`src/rtl/xpix_pkg.sv`:
```
package xpix_pkg;

    localparam int WORD_W       = 16;
    localparam int BYTE_W       = WORD_W / 2;
    localparam int BITS_PER_BYT = 2;
    localparam int PIX_PER_WORD = BYTE_W / BITS_PER_BYT;
    localparam int IDX_W        = $clog2(PIX_PER_WORD);
    localparam int RGB_W        = 3;

    typedef enum logic [1:0] {
        MODE_PLAIN = 2'b00,
        MODE_EXT   = 2'b01,
        MODE_FILL  = 2'b10,
        MODE_ALT   = 2'b11
    } mode_e;

    typedef struct packed {
        logic             x;
        logic [RGB_W-1:0] rgb;   // {r, g, b}
    } pix_t;

    function automatic logic is_fill(input mode_e m);
        return m == MODE_FILL;
    endfunction

    function automatic logic is_ext(input mode_e m);
        return m == MODE_EXT;
    endfunction

endpackage

```
`src/rtl/xpix_unpack.sv`:
```
module xpix_unpack
    import xpix_pkg::*;
(
    input  logic [WORD_W-1:0] word_i,
    input  logic [IDX_W-1:0]  idx_i,
    output pix_t              pix_o
);
    pix_t slots [PIX_PER_WORD];

    for (genvar k = 0; k < PIX_PER_WORD; k++) begin : g_slot
        localparam int HI = BYTE_W - 1 - BITS_PER_BYT * k;
        assign slots[k].x      = word_i[BYTE_W + HI - 1];
        assign slots[k].rgb[1] = word_i[BYTE_W + HI];
        assign slots[k].rgb[2] = word_i[HI];
        assign slots[k].rgb[0] = word_i[HI - 1];
    end

    assign pix_o = slots[idx_i];
endmodule

```
`src/rtl/xpix_fill.sv`:
```
module xpix_fill
    import xpix_pkg::*;
(
    input  logic             clk,
    input  logic             rst,
    input  logic             line_start_i,
    input  logic             toggle_i,
    input  logic [RGB_W-1:0] color_i,
    output logic             active_o,
    output logic [RGB_W-1:0] color_o
);
    logic             active_q;
    logic [RGB_W-1:0] color_q;

    always_ff @(posedge clk) begin
        if (rst) begin
            active_q <= 1'b0;
            color_q  <= '0;
        end else if (line_start_i) begin
            active_q <= 1'b0;
        end else if (toggle_i) begin
            active_q <= !active_q;
            if (!active_q) color_q <= color_i;
        end
    end

    assign active_o = active_q;
    assign color_o  = color_q;

    // a line start always closes the run
    p_line_clear_r9: assert property (@(posedge clk) disable iff (rst)
        line_start_i |=> !active_o);

    // opening a run latches the opening pixel colour
    p_open_latch_r7: assert property (@(posedge clk) disable iff (rst)
        (toggle_i && !line_start_i && !active_o) |=> (active_o && color_o == $past(color_i)));

    // without toggle or line start the run state holds
    p_hold_r7: assert property (@(posedge clk) disable iff (rst)
        (!toggle_i && !line_start_i) |=> ($stable(active_o) && $stable(color_o)));
endmodule

```
`src/rtl/xpix_color_sel.sv`:
```
module xpix_color_sel
    import xpix_pkg::*;
(
    input  mode_e            mode_i,
    input  logic             second_half_i,
    input  pix_t             pix_i,
    input  logic             fill_active_i,
    input  logic [RGB_W-1:0] fill_color_i,
    output logic [RGB_W-1:0] rgb_o
);
    always_comb begin
        rgb_o = pix_i.rgb;
        unique case (mode_i)
            MODE_EXT: begin
                if (pix_i.x && second_half_i) rgb_o = ~pix_i.rgb;
            end
            MODE_FILL: begin
                if (!pix_i.x && fill_active_i) rgb_o = fill_color_i;
            end
            MODE_PLAIN, MODE_ALT: rgb_o = pix_i.rgb;
            default: rgb_o = pix_i.rgb;
        endcase
    end
endmodule

```
`src/rtl/xpix_serializer.sv`:
```
module xpix_serializer
    import xpix_pkg::*;
(
    input  logic              clk,
    input  logic              rst,
    input  logic [WORD_W-1:0] word_i,
    input  logic              load_i,
    input  logic              dot_en_i,
    input  logic              line_start_i,
    input  logic [1:0]        mode_i,
    output logic              r_o,
    output logic              g_o,
    output logic              b_o
);
    logic [WORD_W-1:0] word_q;
    logic [IDX_W-1:0]  idx_q;
    logic              half_q;
    logic [RGB_W-1:0]  rgb_q;

    mode_e            mode;
    pix_t             cur_pix;
    logic             emit;
    logic             fill_toggle;
    logic             fill_active;
    logic [RGB_W-1:0] fill_color;
    logic [RGB_W-1:0] next_rgb;

    assign mode = mode_e'(mode_i);
    assign emit = dot_en_i && !load_i;
    assign fill_toggle = emit && !half_q && is_fill(mode) && cur_pix.x;

    xpix_unpack u_unpack (
        .word_i (word_q),
        .idx_i  (idx_q),
        .pix_o  (cur_pix)
    );

    xpix_fill u_fill (
        .clk          (clk),
        .rst          (rst),
        .line_start_i (line_start_i),
        .toggle_i     (fill_toggle),
        .color_i      (cur_pix.rgb),
        .active_o     (fill_active),
        .color_o      (fill_color)
    );

    xpix_color_sel u_sel (
        .mode_i        (mode),
        .second_half_i (half_q),
        .pix_i         (cur_pix),
        .fill_active_i (fill_active),
        .fill_color_i  (fill_color),
        .rgb_o         (next_rgb)
    );

    always_ff @(posedge clk) begin
        if (rst) begin
            word_q <= '0;
            idx_q  <= '0;
            half_q <= 1'b0;
            rgb_q  <= '0;
        end else if (load_i) begin
            word_q <= word_i;
            idx_q  <= '0;
            half_q <= 1'b0;
        end else if (dot_en_i) begin
            rgb_q  <= next_rgb;
            half_q <= !half_q;
            if (half_q) idx_q <= idx_q + 1'b1;
        end
    end

    assign {r_o, g_o, b_o} = rgb_q;

    // outputs move only on an emitting edge
    p_hold_idle_r3: assert property (@(posedge clk) disable iff (rst)
        !emit |=> $stable({r_o, g_o, b_o}));

    // plain modes repeat the first half in the second
    p_plain_pair_r4: assert property (@(posedge clk) disable iff (rst)
        (emit && half_q && (mode == MODE_PLAIN || mode == MODE_ALT)) |=> $stable({r_o, g_o, b_o}));

    // extended pixel with X set ends on the complement of its first half
    p_ext_complement_r6: assert property (@(posedge clk) disable iff (rst)
        (emit && half_q && is_ext(mode) && cur_pix.x) |=> ({r_o, g_o, b_o} == ~$past({r_o, g_o, b_o})));

    // load never coincides with a dot in the stimulus contract
    p_load_dot_excl_r10: assert property (@(posedge clk) disable iff (rst)
        load_i |=> $stable({r_o, g_o, b_o}));
endmodule

```
`config.mk`:
```
export PLATFORM = sky130hd
export DESIGN_NAME = xpix_serializer
export DESIGN_NICKNAME = d
export VERILOG_FILES = /design/src/rtl/xpix_pkg.sv /design/src/rtl/xpix_unpack.sv /design/src/rtl/xpix_fill.sv /design/src/rtl/xpix_color_sel.sv /design/src/rtl/xpix_serializer.sv
export SDC_FILE = /design/constraint.sdc
export NUM_CORES = 1
export LEC_CHECK = 0
export BUFFER_PORTS_ARGS = -buffer_cell sky130_fd_sc_hd__buf_2
export CAP_MARGIN = 15
export CORE_UTILIZATION = 48
export DETAILED_ROUTE_END_ITERATION = 7
export PLACE_DENSITY = 0.74
export SYNTH_ARGS = -nofsm -noshare
export SYNTH_HDL_FRONTEND = slang
export SYNTH_HIERARCHICAL = 1
export SYNTH_SLANG_ARGS = --single-unit
```
`constraint.sdc`:
```
create_clock -name clk -period 2.1 [get_ports clk]
set_clock_uncertainty 0.1 [all_clocks]
set_input_delay 0.42 -clock clk [delete_from_list [all_inputs] [get_ports clk]]
set_output_delay 0.42 -clock clk [all_outputs]
set_load 0.01 [all_outputs]
```
### Yosys cells after proc, flatten, opt, wreduce, memory -nomap -nowiden

Cells that the tools add are included.

* register bits after elaboration: 26
* bits of input ports: 23
* output and inout bits: 3
* logic and storage cells: 39

* add/subtract/negate cells: 1
* $lt $le $gt $ge: 1
* equality and inequality tests: 3
* muxes and demuxes: 6
* bitwise gates (word level): 5
* reductions and logical operators: 17

Operator list (number)
* $pmux W3 S3: 1
* $bmux W4 S2: 1
* $mux W4: 2
* $logic_and A1 B1 Y1: 6
* $mux W3: 2
* $reduce_or A2 Y1: 3
* $eq A2 B2 Y1 const B: 2
* $logic_not A1 Y1: 4
* $reduce_and A2 Y1: 2
* $ge A3 B3 Y1 const B: 1
* $not A1 Y1: 3
* $not A2 Y3: 1
* $not A3 Y3: 1
* $reduce_and A3 Y1: 1
* $add A2 B1 Y2 const B: 1
* $eq A2 B1 Y1 const B: 1
* $logic_not A2 Y1: 1

### Longest topological paths before layout

Gate-level depths: netlist (run 1).

* depth in word-level cells: 8
* mapped depth: 7
* gate-level depth less buffers: 7

### By module

The synthesis (run 1) kept the hierarchy.

By module, submodules not included
* xpix_serializer: times used 1, cells an instance 75, area an instance 810.8 µm², sequential area each 440.4 µm²
* xpix_fill: times used 1, cells an instance 16, area an instance 180.2 µm², sequential area each 80.1 µm²
* xpix_color_sel: times used 1, cells an instance 22, area an instance 170.2 µm², sequential area each 0.0 µm²
* xpix_unpack: times used 1, cells an instance 4, area an instance 105.1 µm², sequential area each 0.0 µm²

### Worst setup path after synthesis (run 1)

Ideal clock, no wire load.

* path type: reg2reg
* start: register idx_q[0]
* end: register rgb_q[1]
* setup time: 0.128 ns
* data arrival time: 2.018 ns
* data required time: 1.872 ns
* path slack: -0.146 ns
* cell stages (with the launch flop): 7
* buffers on the path: 0
* period minus slack after synthesis: 2.246 ns
* cells stage by stage: dfxtp_1 -> mux4_1 -> nand2b_4 -> mux2_4 -> a221o_1 -> mux2i_1 -> nor2_1

RTL lines
* from (decl): line xpix_serializer.sv:16 `logic [IDX_W-1:0] idx_q;`
* from (signal assigned): line xpix_serializer.sv:70 `if (half_q) idx_q <= idx_q + 1'b1;`
* to (signal assigned): line xpix_serializer.sv:68 `rgb_q <= next_rgb;`
* to (decl): line xpix_serializer.sv:18 `logic [RGB_W-1:0] rgb_q;`

==> results of run 1 <==
per-layer routing:
layer | part of all wire (%) | GRT usage, % | vias up
li1 | - | - | 479
met1 | 44 | 24.4 | 432
met2 | 53 | 33.3 | 14
met3 | 2.6 | 3.45 | 2
met4 | 0.42 | 5.26 | 0
met5 | 0 | 0 | -
layout make-up:
cell class / instances / area (um^2)
Multi-Input combinational cell: 85 / 696
Fill cell: 221 / 998
Tap cell: 30 / 37.5
Sequential cell: 26 / 524
Inverter: 2 / 7.51
Clock buffer: 4 / 36.3
Timing Repair Buffer: 32 / 178
cell families (layout without fill, tap and decap cells):
family | Yosys count | count (layout) | synth area share [%]
buf+inv | 6 | 38 | 3.66
simple gates | 44 | 44 | 18.6
fa+ha+maj | 2 | 2 | 1.98
flops | 26 | 26 | 41.1
compound gates | 5 | 5 | 2.96
mux | 27 | 27 | 26.9
xor+xnor | 7 | 7 | 4.84
worst reg2reg max path, cell delays in order (launching register included):
cell and delay (ps):
dfxtp_4 380, mux4_2 500, nand2b_4 170, mux2_4 300
a221o_1 310, mux2i_1 130, nor2_1 50
worst paths after layout:
kind	startpoint	endpoint	slack, ps	depth (start not counted)
setup / recovery	idx_q[0]	rgb_q[1]	50	6
hold / removal	line_start_i	u_fill/active_o	190	2
setup reg to reg	idx_q[0]	rgb_q[1]	50	6
hold reg to reg	u_fill/color_o[0]	u_fill/color_o[0]	380	2
flip-flops by register name, summed over array words and instances (netlist names):
| signal | count |
|---|---|
| u_fill/active_o | 1 |
| idx_q | 2 |
| u_fill/color_o | 3 |
| rgb_q | 3 |
| word_q | 16 |
| half_q | 1 |
through the flow:
stage,hold slack [ps],cells
after floorplan,348,117
after global placement,363,174
after detailed placement,371,174
after CTS,187,178
after global routing,174,179
final,189,179
layout by cell type, fill, tap and decap left out, drive strengths merged, types with 3 or more instances in the layout:
cell	synthesis	final
nand2b	7	7
clkbuf	1	4
dfxtp	26	26
mux2i	22	22
xor2	4	4
nor3	5	5
nand3	4	4
nand2	3	3
mux4	4	4
buf	3	32
xnor2	3	3
nor2	20	20
power groups by stage:
stage	Sequential, uW	Combinational, uW	Clock, uW
floorplan	535	86.9	0
global placement	537	122	0
detailed placement	539	127	0
finish	526	127	255
global route	530	140	282
CTS	527	127	259
what timing repair did:
item	in CTS	in global routing
pin swaps	0	1
buffers inserted	0	1
resized for setup	1	0
setup endpoints to repair	1	1
==> results.md, run 1 <==
- Run status: completed
- Final Hold Fails: 0
- CP max stage cell: mux4_2
- Pwr dens: between 600 and 700 nW/um^2
- Syn nets: 142
- Final Max Slew Viols: 0
- First-pass GRT wire length: 3.95 mm
- Fmax: 487 MHz
- Largest net degree at the start of global routing: 30
- Placement Cell Area: 1430 um^2
- Clock slew at reported path FFs: ~140 ps
- Hold buffers post-CTS: 0
- Clock share of power: 28.1%
- Initial Util: 51.1%
- Critical path data required time: 2210 ps
- Gp weighted congestion: 0.812
- Fin worst setup slack: slightly below 50 ps
- LEAKAGE: 0.000654 uW
- Switching Fraction: 24.3%
- Ratio of final minimum period to clock period: 97.7%
- Worst-margin pin slew: 470 ps
- Netlist Area Pre-Place: about 1300 um^2
- Worst skew pair latency: 320 ps
- Reg power frac: a little under 60%
- Post-DP HPWL: around 1.8 mm
- Share of the synthesized area in the top cell type: 41.1%
- Async S/R FF share, synth: 0%
- Vias in the first global route: between 800 and 900
- Number of DRC markers in iteration 0: 14
- Int Power: 688 uW
- Total GRT Usage: 19.4%
- Fin crit period: approximately 2100 ps
- Ranking of synthesized cells by area: dfxtp_1, mux2i_1, mux4_1, nor2_1, nand2b_1
- Fin Setup TNS: 0 ps
- Sequential fraction of the synthesis area: 41.1%
- CP Capture Type: flip-flop
- Design area: 1480 um^2
- Core area: 2480 um^2
- Post-synthesis cell type count: 25
- Max cap viols: 0
- Avg Inst Size Synth: 10.8 um^2
- Worst path bufs/invs: 0
- Clock sinks: 26
- Vias per cell: 5.18
- DRC: 0
- RSZ-0062 raised after global routing: yes
- Share of cells above drive strength 1: 28.2%
- CTS Buf Count: 3
- WL per Instance: between 10 and 15 um
- Max incr delay on CP: 500 ps
- Most instantiated cells after synthesis: dfxtp_1, mux2i_1, nor2_1
- Dpl ws: 7.85 ps
- Post-synth EDFFs: 0
- Slew HR: 68.7%
- Most common cell in the synthesized netlist: dfxtp_1
- Pre-antenna DRT Iters: 6
- Synthesized instance count: 117
- CTS tree: yes
- CP Launch Type: flip-flop
- Final ANT Viol Nets: 0
- Std cell rows: 18
- PortBufs: 25
- Area growth syn-to-layout: 16.8%
- Total power: 908 uW
- Fin nets: between 150 and 200
- Die Height: 53.4 um
- IO Pins: 26
- Combinational Power Share: between 10% and 20%
- Max Fanout on Critical Path: 3
- H-tree Lvls: 1
- CP cell instances: mux4_2 > nand2b_4 > mux2_4 > a221o_1 > mux2i_1 > nor2_1
- Total gr overflow: 0
- Die width: 53.4 um
- NetSw: 221 uW
- Maximum vdd drop: 0.437 mV
- Vias: 927
- CP top delay family: multiplexers
- Path category of the worst min-delay check: input port to flip-flop
- Initial antenna violation count: 0
- Yosys top cell by area: dfxtp_1
- Ys Warns: 6
- #FFs+latches synth: 26
- Worst path arrival time: between 2000 and 2500 ps
- Finish-stage setup viols: 0
- Total Wirelength: roughly 2.4 mm
- Core Util, Final: 59.7%
- Clock tree buffer depth: 2
- Clock root buffer master: clkbuf_4
- Critical path class: flip-flop to flip-flop
- Main synth FF type: dfxtp_1
- Die ar.: 2850 um^2
- Antenna Cells: 0
(Power assumes the default switching activity.)
==> inputs of run 2 (changes only) <==
--- a/config.mk
+++ b/config.mk
@@ -7,9 +7,9 @@
 export LEC_CHECK = 0
 export BUFFER_PORTS_ARGS = -buffer_cell sky130_fd_sc_hd__buf_2
 export CAP_MARGIN = 15
-export CORE_UTILIZATION = 48
+export CORE_UTILIZATION = 39
 export DETAILED_ROUTE_END_ITERATION = 7
-export PLACE_DENSITY = 0.74
+export MAX_ROUTING_LAYER = met4
 export SYNTH_ARGS = -nofsm -noshare
 export SYNTH_HDL_FRONTEND = slang
 export SYNTH_HIERARCHICAL = 1
==> constraint.sdc (replaced) <==
create_clock -name clk -period 2.4 [get_ports clk]
set_clock_uncertainty 0.1 [all_clocks]
set_input_delay 0.48 -clock clk [delete_from_list [all_inputs] [get_ports clk]]
set_output_delay 0.48 -clock clk [all_outputs]
set_load 0.01 [all_outputs]
==> run 2 against run 1 <==
  * Sequential share of layout area is 0.34 points lower
  * Register-to-register slack improved by 120 ps
  * Critical path depth unchanged
  * Total power decreased by 4.1%
  * Via count increased by 1.7%
  * Sequential power is 12% lower
  * Worst setup slack improved by 120 ps
  * Core utilization is 12 points lower
  * Highest routed layer unchanged
  * Critical path type unchanged
  * Cell count up 5.6%
==> results.md, run 2 (synthesis results as in run 1) <==
- Run status: completed
- LEAKAGE: about 0.00064 uW
- Std cell rows: 20
- DRC: 0
- Area growth syn-to-layout: 17.1%
- Largest net degree at the start of global routing: 30
- Reg-to-reg slack, setup: ~170 ps
- Number of DRC markers in iteration 0: 29
- Final Max Slew Viols: 0
- Total Wirelength: ~2.3 mm
- Clock tree buffer depth: 2
- Vias: 943
- Fin nets: 171
- Finish-stage setup viols: 0
- Max cap viols: 0
- Core area: 3080 um^2
- Total GRT Usage: between 10% and 20%
- Path category of the worst min-delay check: input port to flip-flop
- CTS tree: yes
- Clock root buffer master: clkbuf_4
- Top reg by flops: word_q
- Worst r2r src: idx_q[0]
- Critical R2R Capture: rgb_q[1]
- Most frequent cells in the layout: dfxtp_1, buf_2, mux2i_1
- Vias in the first global route: 858
- Post-CTS Setup Inserts: 0
- Final ANT Viol Nets: 0
- Worst skew pair latency: 330 ps
- Critical path data required time: 2530 ps
- Pwr dens: roughly 600 nW/um^2
- Ratio of final minimum period to clock period: 93.0%
- Initial antenna violation count: 0
- Commonest non-fill, non-tap cell in the layout: dfxtp_1
- CP Launch Type: flip-flop
- Clock slew at reported path FFs: 150 ps
- PortBufs: 25
- RSZ-0062 raised after global routing: no
- IO Pins: 26
- Maximum vdd drop: 0.350 mV
- Fin Setup TNS: 0 ps
- Die Height: 59.0 um
- Cts repair resizes: 0
- Antenna Cells: 0
- Worst path arrival time: around 2400 ps
- Worst-margin pin slew: 478 ps
- Fmax: 448 MHz
- Clock sinks: 26
- WL per Instance: 12.2 um
- Total power: between 800 and 900 uW
- First-pass GRT wire length: 3.74 mm
- Die width: 59.0 um
- Gp weighted congestion: between 0.8 and 0.9
- Worst Hold End: u_fill/active_o
- Placement Cell Area: 1430 um^2
- Worst reg-to-reg path cell count: 6
- H-tree Lvls: 1
- Total gr overflow: 0
- Critical path class: flip-flop to flip-flop
- Worst hold path startpoint: line_start_i
- Final Hold Fails: 0
- CTS Buf Count: 3
- Vias per cell: 4.99
- Max reg flops: 16
- Cell depth of the worst hold path: 2
- Share of cells above drive strength 1: 24.8%
- Die ar.: 3480 um^2
- Hold buffers post-CTS: 0
- Post-DP HPWL: 1.74 mm
- Design area: between 1000 and 1500 um^2
- Pre-antenna DRT Iters: 5
- CP Capture Type: flip-flop
- Fin crit period: 2230 ps
- Slew HR: about two thirds
- Fin cells: ~190
- Placed Cells: 185
- Initial Util: 41.1%
- Max Fanout on Critical Path: 5
==> run 2: critical path, stage by stage, from the launching register on <==
cell      delay (ps)
dfxtp_1          370
mux4_1           650
nand2b_4         200
mux2_4           300
a221o_1          340
mux2i_1          130
nor2_1            50
==> run 2: metal layers <==
metal / track usage (%) / part of all wire, % / vias up
li1: - / - / 474
met2: 26.0 / 48 / 25
met4: 2.04 / 0.56 / 0
met3: 4.59 / 4.6 / 2
met1: 17.3 / 46 / 442
met5: - / 0 / -
==> run 2: metrics by stage <==
stage          util, %  setup slack, ps  hold WS [ps]
2_1_floorplan        -              154           348
3_3_place_gp      46.5              221           365
3_5_place_dp      46.5              176           381
4_1_cts           48.2              154           230
5_1_grt           48.2             68.3           221
6_report          48.2              167           233
==> run 2: where the power goes <==
part / switching, uW / internal, uW / leakage (uW)
clock: 134 / 169 / 0.0000279
sequential: 10.8 / 451 / 0.000213
combinational: 50.4 / 55.9 / 0.000403
total: 195 / 676 / 0.000644
==> run 2: worst max path at each step <==
stage / startpoint / to / slack [ps] / cells after the start
floorplan: idx_q[0] / rgb_q[1] / 150 / 6
detailed placement: idx_q[0] / rgb_q[1] / 180 / 6
finish: idx_q[0] / rgb_q[1] / 170 / 6
CTS: idx_q[0] / rgb_q[1] / 150 / 6
global route: idx_q[0] / rgb_q[1] / 70 / 6
global placement: idx_q[0] / rgb_q[1] / 220 / 6
==> run 2: area by class of cell <==
type	count	area [um^2]
clock inverters	1	30.0
multi-input cells	85	699
inverters	2	7.51
repair buffers	28	148
flip-flops and latches	26	520
fillers	306	1600
clock buffers	3	22.5
well taps	44	55.1
==> inputs of run 3 (changes only) <==
--- a/config.mk
+++ b/config.mk
@@ -5,11 +5,13 @@
 export SDC_FILE = /design/constraint.sdc
 export NUM_CORES = 1
 export LEC_CHECK = 0
+export ABC_AREA = 1
 export BUFFER_PORTS_ARGS = -buffer_cell sky130_fd_sc_hd__buf_2
 export CAP_MARGIN = 15
 export CORE_UTILIZATION = 39
 export DETAILED_ROUTE_END_ITERATION = 7
 export MAX_ROUTING_LAYER = met4
+export PLACE_DENSITY = 0.56
 export SYNTH_ARGS = -nofsm -noshare
 export SYNTH_HDL_FRONTEND = slang
 export SYNTH_HIERARCHICAL = 1
==> run 3 against run 2 <==
  * Synthesized cell count increased by 88%
  * Clock power rose by 19%
  * Worst setup slack improved by 330 ps
  * Final area rose by 10%
  * Critical endpoint is now u_fill/color_o[0]
==> results.md, run 3 <==
- Max Fanout on Critical Path: 11
- Max reg flops: 16
- Final ANT Viol Nets: 0
- Die ar.: a little under 4000 um^2
- Fin Setup TNS: 0 ps
- Fin cells: 290
- Maximum vdd drop: 0.319 mV
- Total gr overflow: 0
- Post-CTS Setup Inserts: 0
- Antenna Cells: 0
- LEAKAGE: 0.000797 uW
- Max cap viols: 0
- Sequential fraction of the synthesis area: around 36%
- Largest net degree at the start of global routing: 20
- Yosys top cell by area: dfxtp_1
- Clock slew at reported path FFs: 90 ps
- Most common cell in the synthesized netlist: nor2_1
- Fmax: ~530 MHz
- Share of the synthesized area in the top cell type: 36.1%
- CP Launch Type: flip-flop
- Async S/R FF share, synth: 0%
- RSZ-0062 raised after global routing: no
- Fin crit period: between 1500 and 2000 ps
- CP Capture Type: flip-flop
- Share of cells above drive strength 1: 21.3%
- WL per Instance: 9.54 um
- Placement Cell Area: 1560 um^2
- Pre-antenna DRT Iters: 4
- Most frequent cells in the layout: nor2_1, nand2_1, inv_1
- Clock tree buffer depth: 2
- Post-DP HPWL: 2.07 mm
- #FFs+latches synth: 26
- Initial Util: 41.8%
- Total GRT Usage: 16.3%
- Avg Inst Size Synth: 6.55 um^2
- Number of DRC markers in iteration 0: 44
- Die width: 62.8 um
- Total Wirelength: 2.77 mm
- Hold buffers post-CTS: 0
- Fin worst setup slack: 500 ps
- Fin nets: between 200 and 300
- Die Height: about 63 um
- Placed Cells: 286
- Clock sinks: 26
- Finish-stage setup viols: 0
- CTS tree: yes
- DRC: 0
- Clock root buffer master: clkbuf_8
- Post-synthesis cell type count: 22
- PortBufs: 25
- Pwr dens: 596 nW/um^2
- Std cell rows: 21
- Top reg by flops: word_q
- Run status: completed
- Commonest non-fill, non-tap cell in the layout: nor2_1
- Area growth syn-to-layout: 13.5%
- Core Util, Final: roughly 47%
- Main synth FF type: dfxtp_1
- Ranking of synthesized cells by area: dfxtp_1, nor2_1, nand2_1, nand3_1, inv_1
- Cts repair resizes: 0
- Final Hold Fails: 0
- Slew HR: approximately 69%
- Gp weighted congestion: 0.878
- First-pass GRT wire length: 5.08 mm
- Ratio of final minimum period to clock period: between 70% and 80%
- Syn nets: 245
- Worst path arrival time: ~2000 ps
- Core area: 3440 um^2
- Path category of the worst min-delay check: input port to flip-flop
- Vias in the first global route: ~1200
- Post-synth EDFFs: 0
- Vias per cell: 4.42
- Dpl ws: 500 ps
- IO Pins: 26
- Critical path class: flip-flop to flip-flop
- Ys Warns: 6
- Critical path data required time: around 2500 ps
- Worst-margin pin slew: about 470 ps
- H-tree Lvls: 1
- Netlist Area Pre-Place: 1440 um^2
- Design area: 1630 um^2
- CTS Buf Count: 3
- Synthesized instance count: 220
- Vias: 1282
- Final Max Slew Viols: 0
- Initial antenna violation count: 0
- Worst skew pair latency: 270 ps
- Most instantiated cells after synthesis: nor2_1, nand2_1, inv_1
## run 3: routing by layer
layer / GRT usage, % / routed length (um) / part of all wire [%] / vias up
li1: - / - / - / 720
met1: 23.0 / 1540 / 56 / 537
met2: 23.0 / 1110 / 40 / 23
met3: 2.01 / 96 / 3.5 / 2
met4: 7.27 / 21 / 0.76 / 0
met5: - / 0 / 0 / -
## run 3: worst max-delay path, cell delays in order (launching register included)
cell	delay, ps
dfxtp_1	570
inv_4	100
nand2_1	70
nand3_1	60
nand2_1	180
nand3_1	100
nor2_1	370
nand3_1	130
nand2_1	80
nor2_1	30
## run 3: power by group
| part | internal (uW) | switching, uW |
|---|---|---|
| logic | 57.6 | 84.8 |
| registers | 455 | 14.8 |
| clock network | 223 | 138 |
## run 3: final cells by class
class	count	area, um^2
clock inverters	1	30.0
fillers	371	1810
clock buffers	3	41.3
repair buffers	26	133
inverters	41	164
multi-input cells	147	688
flip-flops and latches	26	520
well taps	46	57.6
## run 3: final timing paths
check | start | to | slack (ps) | cells past startpoint
max | idx_q[0] | u_fill/color_o[0] | 500 | 9
min | word_i[1] | word_q[1] | 330 | 3
max reg2reg | idx_q[0] | u_fill/color_o[0] | 500 | 9
min reg2reg | rgb_q[0] | rgb_q[0] | 380 | 2
## run 3: stage by stage
| step | hold WS, ps | power, uW |
|---|---|---|
| final | 327 | 973 |
| after global routing | 320 | 1040 |
| after CTS | 323 | 990 |
| after detailed placement | 369 | 623 |
| after global placement | 364 | 624 |
| after floorplan | 352 | 584 |
## run 3: logic make-up (layout without fill, tap and decap cells)
kind of cell,Yosys count,after routing,share of synthesized area [%]
adder cells (fa/ha/maj),2,2,1.74
AND/OR/NAND/NOR,114,114,34.2
AO/OA/AOI/OAI,30,30,11.2
buffers and inverters,47,71,16.1
flip-flops,26,26,36.1
XOR/XNOR,1,1,0.608
